==> src/rtl/apd_pkg.sv <==
package apd_pkg;
  localparam int REG_W = 8;
  localparam int CTL_W = 5;

  // bit positions inside the control register
  localparam int C0_APD_EN    = 1;
  localparam int C0_TURBO_OFF = 3;
  localparam int C0_CLK_BLK   = 4;
  localparam int C0_STB_BLK   = 5;
  // lowest bit of the control-signal block field in the mask register
  localparam int C2_CTL_LSB   = 2;

  typedef struct packed {
    logic             apd_en;
    logic             turbo_off;
    logic             clk_blk;
    logic             stb_blk;
    logic [CTL_W-1:0] ctl_blk;
  } cfg_t;
endpackage

==> src/rtl/apd_regs.sv <==
module apd_regs
  import apd_pkg::*;
(
  input  logic             clk,
  input  logic             rst,
  input  logic             we_i,
  input  logic             sel_i,
  input  logic [REG_W-1:0] wdata_i,
  output logic [REG_W-1:0] rdata_o,
  output cfg_t             cfg_o
);
  cfg_t             cfg_q;
  logic [REG_W-1:0] view0, view1, rdata_q;

  always_comb begin
    view0 = '0;
    view0[C0_APD_EN]    = cfg_q.apd_en;
    view0[C0_TURBO_OFF] = cfg_q.turbo_off;
    view0[C0_CLK_BLK]   = cfg_q.clk_blk;
    view0[C0_STB_BLK]   = cfg_q.stb_blk;
    view1 = '0;
    view1[C2_CTL_LSB +: CTL_W] = cfg_q.ctl_blk;
  end

  always_ff @(posedge clk) begin
    if (rst) begin
      cfg_q   <= '0;
      rdata_q <= '0;
    end else begin
      rdata_q <= sel_i ? view1 : view0;
      if (we_i) begin
        if (sel_i) begin
          cfg_q.ctl_blk <= wdata_i[C2_CTL_LSB +: CTL_W];
        end else begin
          cfg_q.apd_en    <= wdata_i[C0_APD_EN];
          cfg_q.turbo_off <= wdata_i[C0_TURBO_OFF];
          cfg_q.clk_blk   <= wdata_i[C0_CLK_BLK];
          cfg_q.stb_blk   <= wdata_i[C0_STB_BLK];
        end
      end
    end
  end

  logic unused_wbits;
  assign unused_wbits = ^{wdata_i[7], wdata_i[0]};

  assign rdata_o = rdata_q;
  assign cfg_o   = cfg_q;
endmodule

==> src/rtl/apd_sync.sv <==
module apd_sync #(
  parameter int           W       = 2,
  parameter int           STAGES  = 2,
  parameter logic [W-1:0] RST_VAL = '0
) (
  input  logic         clk,
  input  logic         rst,
  input  logic [W-1:0] d_i,
  output logic [W-1:0] q_o
);
  logic [W-1:0] stg [STAGES];

  for (genvar i = 0; i < STAGES; i++) begin : g_stage
    if (i == 0) begin : g_first
      always_ff @(posedge clk) begin
        if (rst) stg[0] <= RST_VAL;
        else     stg[0] <= d_i;
      end
    end else begin : g_next
      always_ff @(posedge clk) begin
        if (rst) stg[i] <= RST_VAL;
        else     stg[i] <= stg[i-1];
      end
    end
  end

  assign q_o = stg[STAGES-1];
endmodule

==> src/rtl/apd_timer.sv <==
module apd_timer #(
  parameter int CNT_W       = 4,
  parameter int SYNC_STAGES = 2
) (
  input  logic             clk,
  input  logic             rst,
  input  logic             en_i,
  input  logic             strobe_i,
  input  logic             cs_n_i,
  output logic [CNT_W-1:0] cnt_o,
  output logic             wake_o,
  output logic             pd_d_o,
  output logic             pd_q_o
);
  localparam logic [CNT_W-1:0] LIMIT = {CNT_W{1'b1}};

  logic [1:0]       sync_q;
  logic             stb_prev;
  logic             activity, wake;
  logic [CNT_W-1:0] cnt_q, cnt_d;
  logic             pd_q, pd_d;

  // bit 1 is the chip select, which idles high
  apd_sync #(.W(2), .STAGES(SYNC_STAGES), .RST_VAL(2'b10)) i_sync (
    .clk (clk),
    .rst (rst),
    .d_i ({cs_n_i, strobe_i}),
    .q_o (sync_q)
  );

  always_comb begin
    activity = sync_q[0] ^ stb_prev;
    wake     = activity | ~sync_q[1];
    if (!en_i || wake)       cnt_d = '0;
    else if (cnt_q != LIMIT) cnt_d = cnt_q + 1'b1;
    else                     cnt_d = cnt_q;
    pd_d = (cnt_d == LIMIT);
  end

  always_ff @(posedge clk) begin
    if (rst) begin
      cnt_q    <= '0;
      pd_q     <= 1'b0;
      stb_prev <= 1'b0;
    end else begin
      cnt_q    <= cnt_d;
      pd_q     <= pd_d;
      stb_prev <= sync_q[0];
    end
  end

  assign cnt_o  = cnt_q;
  assign wake_o = wake;
  assign pd_d_o = pd_d;
  assign pd_q_o = pd_q;
endmodule

==> src/rtl/apd_arr_gate.sv <==
module apd_arr_gate
  import apd_pkg::*;
(
  input  logic             clk,
  input  logic             rst,
  input  cfg_t             cfg_i,
  input  logic [CTL_W-1:0] ctl_i,
  input  logic             strobe_i,
  output logic [CTL_W-1:0] ctl_o,
  output logic             strobe_o,
  output logic             clk_en_o
);
  always_ff @(posedge clk) begin
    if (rst) begin
      ctl_o    <= '0;
      strobe_o <= 1'b0;
      clk_en_o <= 1'b0;
    end else begin
      ctl_o    <= ctl_i & ~cfg_i.ctl_blk;
      strobe_o <= strobe_i & ~cfg_i.stb_blk;
      clk_en_o <= ~cfg_i.clk_blk;
    end
  end

  logic unused_cfg;
  assign unused_cfg = cfg_i.apd_en ^ cfg_i.turbo_off;
endmodule

==> src/rtl/apd_port_ctl.sv <==
module apd_port_ctl #(
  parameter int MIO_W = 8,
  parameter int PLD_W = 8,
  parameter int ADR_W = 8,
  parameter int PER_W = 8
) (
  input  logic             clk,
  input  logic             rst,
  input  logic             pd_next_i,
  input  logic [MIO_W-1:0] mio_i,
  input  logic [PLD_W-1:0] pld_i,
  input  logic [ADR_W-1:0] adr_i,
  input  logic [PER_W-1:0] per_i,
  input  logic [PER_W-1:0] per_oe_i,
  output logic [MIO_W-1:0] mio_o,
  output logic [PLD_W-1:0] pld_o,
  output logic [ADR_W-1:0] adr_o,
  output logic [PER_W-1:0] per_o,
  output logic [PER_W-1:0] per_oe_o
);
  always_ff @(posedge clk) begin
    if (rst) begin
      mio_o    <= '0;
      pld_o    <= '0;
      adr_o    <= '0;
      per_o    <= '0;
      per_oe_o <= '0;
    end else begin
      mio_o    <= mio_i;
      pld_o    <= pld_i;
      per_o    <= per_i;
      if (!pd_next_i) adr_o <= adr_i;
      per_oe_o <= pd_next_i ? '0 : per_oe_i;
    end
  end
endmodule

==> src/rtl/apd_ctrl.sv <==
module apd_ctrl
  import apd_pkg::*;
#(
  parameter int CNT_W       = 4,
  parameter int SYNC_STAGES = 2,
  parameter int MIO_W       = 8,
  parameter int PLD_W       = 8,
  parameter int ADR_W       = 8,
  parameter int PER_W       = 8
) (
  input  logic             clk,
  input  logic             rst,
  input  logic             strobe_i,
  input  logic             cs_n_i,
  input  logic             reg_we_i,
  input  logic             reg_sel_i,
  input  logic [REG_W-1:0] reg_wdata_i,
  output logic [REG_W-1:0] reg_rdata_o,
  input  logic [CTL_W-1:0] mcu_ctl_i,
  output logic [CTL_W-1:0] arr_ctl_o,
  output logic             arr_strobe_o,
  output logic             arr_clk_en_o,
  output logic             pd_o,
  output logic             mem_stby_o,
  output logic             bus_block_o,
  output logic             low_power_o,
  input  logic [MIO_W-1:0] mio_i,
  output logic [MIO_W-1:0] mio_o,
  input  logic [PLD_W-1:0] pld_i,
  output logic [PLD_W-1:0] pld_o,
  input  logic [ADR_W-1:0] adr_i,
  output logic [ADR_W-1:0] adr_o,
  input  logic [PER_W-1:0] per_i,
  output logic [PER_W-1:0] per_o,
  input  logic [PER_W-1:0] per_oe_i,
  output logic [PER_W-1:0] per_oe_o
);
  cfg_t             cfg;
  logic [CNT_W-1:0] idle_cnt;
  logic             wake;
  logic             pd_next, pd_q;

  apd_regs i_regs (
    .clk     (clk),
    .rst     (rst),
    .we_i    (reg_we_i),
    .sel_i   (reg_sel_i),
    .wdata_i (reg_wdata_i),
    .rdata_o (reg_rdata_o),
    .cfg_o   (cfg)
  );

  apd_timer #(.CNT_W(CNT_W), .SYNC_STAGES(SYNC_STAGES)) i_timer (
    .clk      (clk),
    .rst      (rst),
    .en_i     (cfg.apd_en),
    .strobe_i (strobe_i),
    .cs_n_i   (cs_n_i),
    .cnt_o    (idle_cnt),
    .wake_o   (wake),
    .pd_d_o   (pd_next),
    .pd_q_o   (pd_q)
  );

  apd_arr_gate i_gate (
    .clk      (clk),
    .rst      (rst),
    .cfg_i    (cfg),
    .ctl_i    (mcu_ctl_i),
    .strobe_i (strobe_i),
    .ctl_o    (arr_ctl_o),
    .strobe_o (arr_strobe_o),
    .clk_en_o (arr_clk_en_o)
  );

  apd_port_ctl #(.MIO_W(MIO_W), .PLD_W(PLD_W), .ADR_W(ADR_W), .PER_W(PER_W)) i_ports (
    .clk       (clk),
    .rst       (rst),
    .pd_next_i (pd_next),
    .mio_i     (mio_i),
    .pld_i     (pld_i),
    .adr_i     (adr_i),
    .per_i     (per_i),
    .per_oe_i  (per_oe_i),
    .mio_o     (mio_o),
    .pld_o     (pld_o),
    .adr_o     (adr_o),
    .per_o     (per_o),
    .per_oe_o  (per_oe_o)
  );

  assign pd_o        = pd_q;
  assign mem_stby_o  = pd_q;
  assign bus_block_o = pd_q;
  assign low_power_o = cfg.turbo_off;
endmodule

==> config.mk <==
export PLATFORM = sky130hd
export DESIGN_NAME = apd_ctrl
export DESIGN_NICKNAME = d
export VERILOG_FILES = /design/src/rtl/apd_pkg.sv /design/src/rtl/apd_regs.sv /design/src/rtl/apd_sync.sv /design/src/rtl/apd_timer.sv /design/src/rtl/apd_arr_gate.sv /design/src/rtl/apd_port_ctl.sv /design/src/rtl/apd_ctrl.sv
export SDC_FILE = /design/constraint.sdc
export NUM_CORES = 1
export LEC_CHECK = 0
export BUFFER_PORTS_ARGS = -buffer_cell sky130_fd_sc_hd__buf_2
export CELL_PAD_IN_SITES_DETAIL_PLACEMENT = 0
export CELL_PAD_IN_SITES_GLOBAL_PLACEMENT = 1
export CORE_UTILIZATION = 34
export CTS_BUF_LIST = sky130_fd_sc_hd__clkbuf_4 sky130_fd_sc_hd__clkbuf_8
export CTS_CLUSTER_DIAMETER = 120
export CTS_CLUSTER_SIZE = 30
export DETAILED_ROUTE_END_ITERATION = 10
export PLACE_DENSITY = 0.77
export SETUP_SLACK_MARGIN = 0.15
export SLEW_MARGIN = 30
export SYNTH_ARGS = -nofsm -noshare
export SYNTH_HDL_FRONTEND = slang
export SYNTH_SLANG_ARGS = --single-unit
==> constraint.sdc <==
create_clock -name clk -period 2.2 [get_ports clk]
set_clock_uncertainty 0.15 [all_clocks]
set_input_delay 0.11 -clock clk [delete_from_list [all_inputs] [get_ports clk]]
set_output_delay 0.11 -clock clk [all_outputs]
set_load 0.005 [all_outputs]
Word-level counts from Yosys, hierarchy flattened:

Memory sizes are Yosys's and may differ from the RTL's.
Cells that the tools add are included.

* register bits: 70
* word-level logic and storage cells: 49
* input port bits: 59
* output and inout port bits: 59
* memory bits (writable): 4
* memories: 1

Memories
* i_timer.i_sync.stg: depth 2, bits a word 2, rd ports 2, clocked after Yosys merged registers in 0, write ports 2, RTL line apd_sync.sv:11 `logic [W-1:0] stg [STAGES];`

* bitwise logic cells: 11
* add/subtract/negate cells: 1
* eq/ne operators: 2
* mux-type cells: 8
* reduce and logical (&&, ||, !) cells: 7

Operator list (count)
* two-way mux 4 bit: 2
* two-way mux 6 bit: 1
* OR reduction 2 bit: 3
* AND 5 bit: 1
* NOT 5 bit: 1
* adder 4 x 1 -> 4 bit, second input constant: 1
* equality test 4 bit, second input constant: 1
* two-way mux 2 bit: 2
* inequality test 4 bit, second input constant: 1
* NOT 1 bit: 4
* AND reduction 2 bit: 2
* two-way mux 1 bit: 3
* OR 1 bit: 3
* AND 1 bit: 1
* zero test 1 bit: 1
* logical OR 1 bit: 1
* bitwise XOR 1 bit: 1

Longest topological paths before layout:

An unclocked memory read counts as a cell.

* depth in word-level cells: 7
* depth in mapped cells: 6

By module:

From an unflattened synthesis, not the netlist that was laid out.

* cells, all modules: 202
* area total of the unflattened synthesis: 2404.8 µm²

By module, submodules not included
* apd_port_ctl: area an instance 1182.4 µm², times used 1, cells each 93, seq. area each 800.8 µm²
* apd_regs: area an instance 600.6 µm², times used 1, cells each 55, seq. area each 300.3 µm²
* apd_timer: area an instance 307.8 µm², times used 1, cells each 30, seq. area each 120.1 µm²
* apd_arr_gate: area an instance 193.9 µm², times used 1, cells each 14, seq. area each 140.1 µm²
* apd_sync: area an instance 105.1 µm², times used 1, cells each 8, seq. area each 80.1 µm²
* apd_ctrl: area an instance 15.0 µm², times used 1, cells each 2, seq. area each 0.0 µm²

Worst setup path before layout:

Ideal clock, no wire load.

* kind: register to register
* from: reg i_timer.cnt_q[0] (netlist: i_timer.cnt_o[0])
* to: reg i_ports.adr_o[5]
* cell stages (with the launch flop): 7
* buffers on the path: 1
* required time: 1.978 ns
* data arrival time: 1.776 ns
* setup slack: 0.203 ns
* path through: dfxtp_1 > ha_1 > nand2_2 > nand3b_4 > a2111oi_4 > buf_6 > mux2i_1

* word-level cells in the longest chain between the ends: 4
* elaborated cells on any way between the ends: 5
* classes of those cells: add/sub: 1; eq/ne: 2; mux: 2

RTL lines
* start: declaration: RTL line apd_timer.sv:20 `logic [CNT_W-1:0] cnt_q, cnt_d;`
* start signal: assignment: RTL line apd_timer.sv:46 `cnt_q <= cnt_d;`
* adder 4 x 1 -> 4 bit / inequality test 4 bit (equally long branches): RTL line apd_timer.sv:35 `else if (cnt_q != LIMIT) cnt_d = cnt_q + 1'b1;`
* two-way mux 4 bit (*): RTL line apd_timer.sv:35
* two-way mux 4 bit (*): RTL line apd_timer.sv:34 `if (!en_i || wake) cnt_d = '0;`
* equality test 4 bit (*): RTL line apd_timer.sv:37 `pd_d = (cnt_d == LIMIT);`
* end signal: assignment: RTL line apd_port_ctl.sv:32 `if (!pd_next_i) adr_o <= adr_i;`
* end: declaration: RTL line apd_port_ctl.sv:17 `output logic [ADR_W-1:0] adr_o,`

Mark *: on every way between the ends. The rest lies on a longest branch, timed or not.
A chain may end at the register's enable or synchronous reset.

Worst setup path after layout:

* from: reg i_timer.cnt_q[1] (netlist: i_timer.cnt_o[1])
* to: reg i_ports.adr_o[2]

The elaborated chain is that of the path after synthesis.

==> impl_metrics.json <==
{
  "outcome": "finished clean",
  "num_rows": 30,
  "path_max_fanout": 5,
  "fin_crit_sh_pct": 86.1,
  "rsz0062_at_grt": "false",
  "die_area_sq_um": 7300,
  "ys.flop_type": "dfxtp_1",
  "dieHeight_um": 85.4,
  "switching_power_w": 0.000594,
  "postSynth.asyncResetShare_pct": 0,
  "layout.nets": 443,
  "r2r_start": "i_timer.cnt_o[1]$_SDFF_PP0_",
  "p_sw_share_pct": 20.2,
  "ys_types": 26,
  "die-width_um": 85.4,
  "vias": 2047,
  "n_antenna_cell": 0,
  "core_area_sq_um": 6760,
  "dp_cells": 394,
  "synth_area_leaders": "dfxtp_1 61%, nor2b_1 7.7%, mux2i_1 6.8%",
  "hold_end": "i_regs.rdata_o[4]$_SDFF_PP0_",
  "portBuffers": 113,
  "critical_path_class": "flip-flop to flip-flop",
  "post-synth-top-area-cell": "dfxtp_1",
  "grt_pass1_wl_um": 8910,
  "cp_data_required_time_ns": 2.32,
  "hpwl_um": 3350,
  "worstHoldStart": "rst",
  "slowest_delay_ns": 0.47,
  "grt_pass1_vias": 1965,
  "crit_path_start_kind": "flip-flop",
  "final_antenna_net_count": 0,
  "p_per_area_nw_per_um2": 768,
  "p_int_w": 0.00234,
  "ys_ff_latch": 72,
  "crit_chain": "ha_2 > nand4_2 > a2111oi_4 > buf_4 > mux2i_1",
  "arrival_ns": 2.01,
  "drtIter0Drc": 77,
  "drive_gt1_share_pct": 36.9,
  "syn_to_final_growth_pct": 61.5,
  "via_per_inst": 4.37,
  "layout_setup_ws_ns": 0.306,
  "wire_per_inst_um": 12.1,
  "netlist_instances": 211,
  "avgSynthCellArea_sq_um": 11.2,
  "drv_cap": 0,
  "wirelength_um": 5680,
  "endpoint_kind": "flip-flop",
  "min_delay_path_depth": 2,
  "htreeDepth": 3,
  "path_delay_family": "compound AO/OA/AOI/OAI gates",
  "clk-insertion-delay-late_ns": 0.34,
  "gr-total-overflow": 0,
  "grt_max_degree": 30,
  "cp.buffers_inverters": 1,
  "timing.setup.tns_ns": 0,
  "drcViolationCount": 0,
  "initial_utilization_pct": 35.0,
  "synth-edff-count": 0,
  "cts_setup_buffers": 0,
  "p_clk_share_pct": 43.2,
  "hold_class": "primary input to flip-flop",
  "post-route-min-period_ns": 1.89,
  "synth_top_area_share_pct": 60.9,
  "final_cells": 468,
  "grt_usage_pct": 15.8,
  "irDropWorstVdd_v": 0.000436,
  "slowest_stage": "a2111oi_4",
  "slew_viol_final": 0,
  "reg2reg_to": "i_ports.adr_o[2]$_SDFFE_PP0P_",
  "r2r_setup_slack_ns": 0.31,
  "antenna_found_initial": 0,
  "synth_area_sq_um": 2370,
  "clock.fmax_mhz": 528,
  "yosysWarnings": 0,
  "finalSetupViolCount": 0,
  "timing_hold_violations_final": 0,
  "rr_worst_depth": 5,
  "comb_power_share_pct": 9.6,
  "io_pins": 118,
  "dp_slack_ns": 0.236,
  "clockRootBuffer": "clkbuf_8",
  "fin_hold_ws_ns": 0.0279,
  "cts_made_buffers": 9,
  "gp_congestion": 0.765,
  "cts_sinks": 72,
  "clockBufferDepth": 2,
  "seqPwrFrac_pct": 47.2,
  "seq_area_frac_synth_pct": 60.9,
  "clk_pin_slew_ns": 0.07,
  "cts_tree": "yes",
  "leakage_nw": 1.75,
  "dr.pass1.iters": 4
}
==> flip-flops by register name (all words and copies together), names as in the netlist <==
register,count
i_ports.per_o,8
i_timer.stb_prev,1
i_gate.ctl_o,5
i_ports.mio_o,8
i_gate.clk_en_o,1
i_gate.strobe_o,1
i_timer.i_sync.stg,4
i_regs.rdata_o,6
i_ports.adr_o,8
i_ports.per_oe_o,8
i_timer.pd_q_o,1
i_ports.pld_o,8
i_regs.cfg_o,9
i_timer.cnt_o,4
==> power groups by stage <==
stage          clock (W)  combinational (W)  sequential [W]
2_1_floorplan          0          0.0000851         0.00142
3_3_place_gp           0           0.000199         0.00141
3_5_place_dp           0           0.000202         0.00142
4_1_cts          0.00130           0.000279         0.00139
5_1_grt          0.00136           0.000310         0.00139
6_report         0.00127           0.000281         0.00139
==> per-stage QoR <==
stage	util, %	instance area (sq um)	power (W)
finish	56.6	3820	0.00293
global route	56.6	3820	0.00306
CTS	56.3	3810	0.00297
detailed placement	44.2	2990	0.00162
global placement	44.2	2990	0.00161
floorplan	-	2370	0.00151
==> logic make-up after synthesis <==
logic type	Yosys count	share of synthesized area (%)
mux	16	6.77
buf+inv	16	3.49
flops	72	60.9
xor+xnor	2	0.740
fa+ha+maj	1	0.529
other cells	1	0.158
simple gates	95	24.5
compound gates	8	2.91
==> metal layers <==
layer,part of all wire [%],routed length (um),GRT usage (%)
met5,0,0,0
met1,41,2310,17.1
met4,2.6,145,6.06
met2,51,2910,27.8
met3,5.5,315,6.32
==> synth_stat cells (all sizes together), types with 2 or more instances <==
| cell type | n |
|---|---|
| buf | 6 |
| nor3b | 14 |
| nand2 | 7 |
| a21oi | 5 |
| a2111oi | 2 |
| nor2 | 12 |
| and3b | 2 |
| mux2i | 16 |
| nor3 | 2 |
| xnor2 | 2 |
| dfxtp | 72 |
| clkbuf | 9 |
| or2 | 3 |
| nand3 | 8 |
| nand2b | 16 |
| nor2b | 29 |
==> how the worst max path moves through the flow <==
| stage | start | to | depth (start not counted) |
|---|---|---|---|
| after floorplan | i_timer.cnt_o[0]$_SDFF_PP0_ | i_ports.adr_o[5]$_SDFFE_PP0P_ | 6 |
| after global placement | i_timer.cnt_o[0]$_SDFF_PP0_ | i_ports.adr_o[3]$_SDFFE_PP0P_ | 6 |
| after detailed placement | i_timer.cnt_o[0]$_SDFF_PP0_ | i_ports.adr_o[5]$_SDFFE_PP0P_ | 6 |
| after CTS | i_timer.cnt_o[0]$_SDFF_PP0_ | i_ports.adr_o[5]$_SDFFE_PP0P_ | 6 |
| after global routing | i_timer.cnt_o[1]$_SDFF_PP0_ | i_ports.adr_o[3]$_SDFFE_PP0P_ | 5 |
| final | i_timer.cnt_o[1]$_SDFF_PP0_ | i_ports.adr_o[2]$_SDFFE_PP0P_ | 5 |
==> cell usage in the layout, fill, tap and decap left out, types with 2 or more instances in the layout <==
master | netlist | final
dfxtp_1 | 72 | 71
nand2_1 | 6 | 6
a21oi_1 | 5 | 5
mux2i_1 | 16 | 16
clkbuf_8 | 0 | 10
buf_2 | 0 | 113
and3b_1 | 2 | 2
conb_1 | 1 | 2
bufinv_16 | 0 | 3
nand3_1 | 8 | 8
nor3_1 | 2 | 2
or2_2 | 3 | 3
nand2b_1 | 16 | 16
nor2_1 | 12 | 12
dlygate4sd3_1 | 0 | 57
xnor2_1 | 2 | 2
nor3b_1 | 14 | 14
nor2b_1 | 29 | 29
buf_4 | 4 | 4
==> what timing repair did <==
| action | in CTS | in global routing |
|---|---|---|
| setup endpoints to repair | 0 | 8 |
| gates resized for setup | 0 | 5 |
| hold buffers | 57 | 0 |
| endpoints found under the hold margin | 58 | 0 |
==> layout make-up <==
cell class                      count  area, sq um
Clock buffer                       11          145
Clock inverter                      5          104
Fill cell                         607         2940
Inverter                            1         3.75
Multi-Input combinational cell    124          848
Sequential cell                    72         1440
Tap cell                           80          100
Timing Repair Buffer              175         1180
Note: power is estimated with default switching activity, not from simulation.
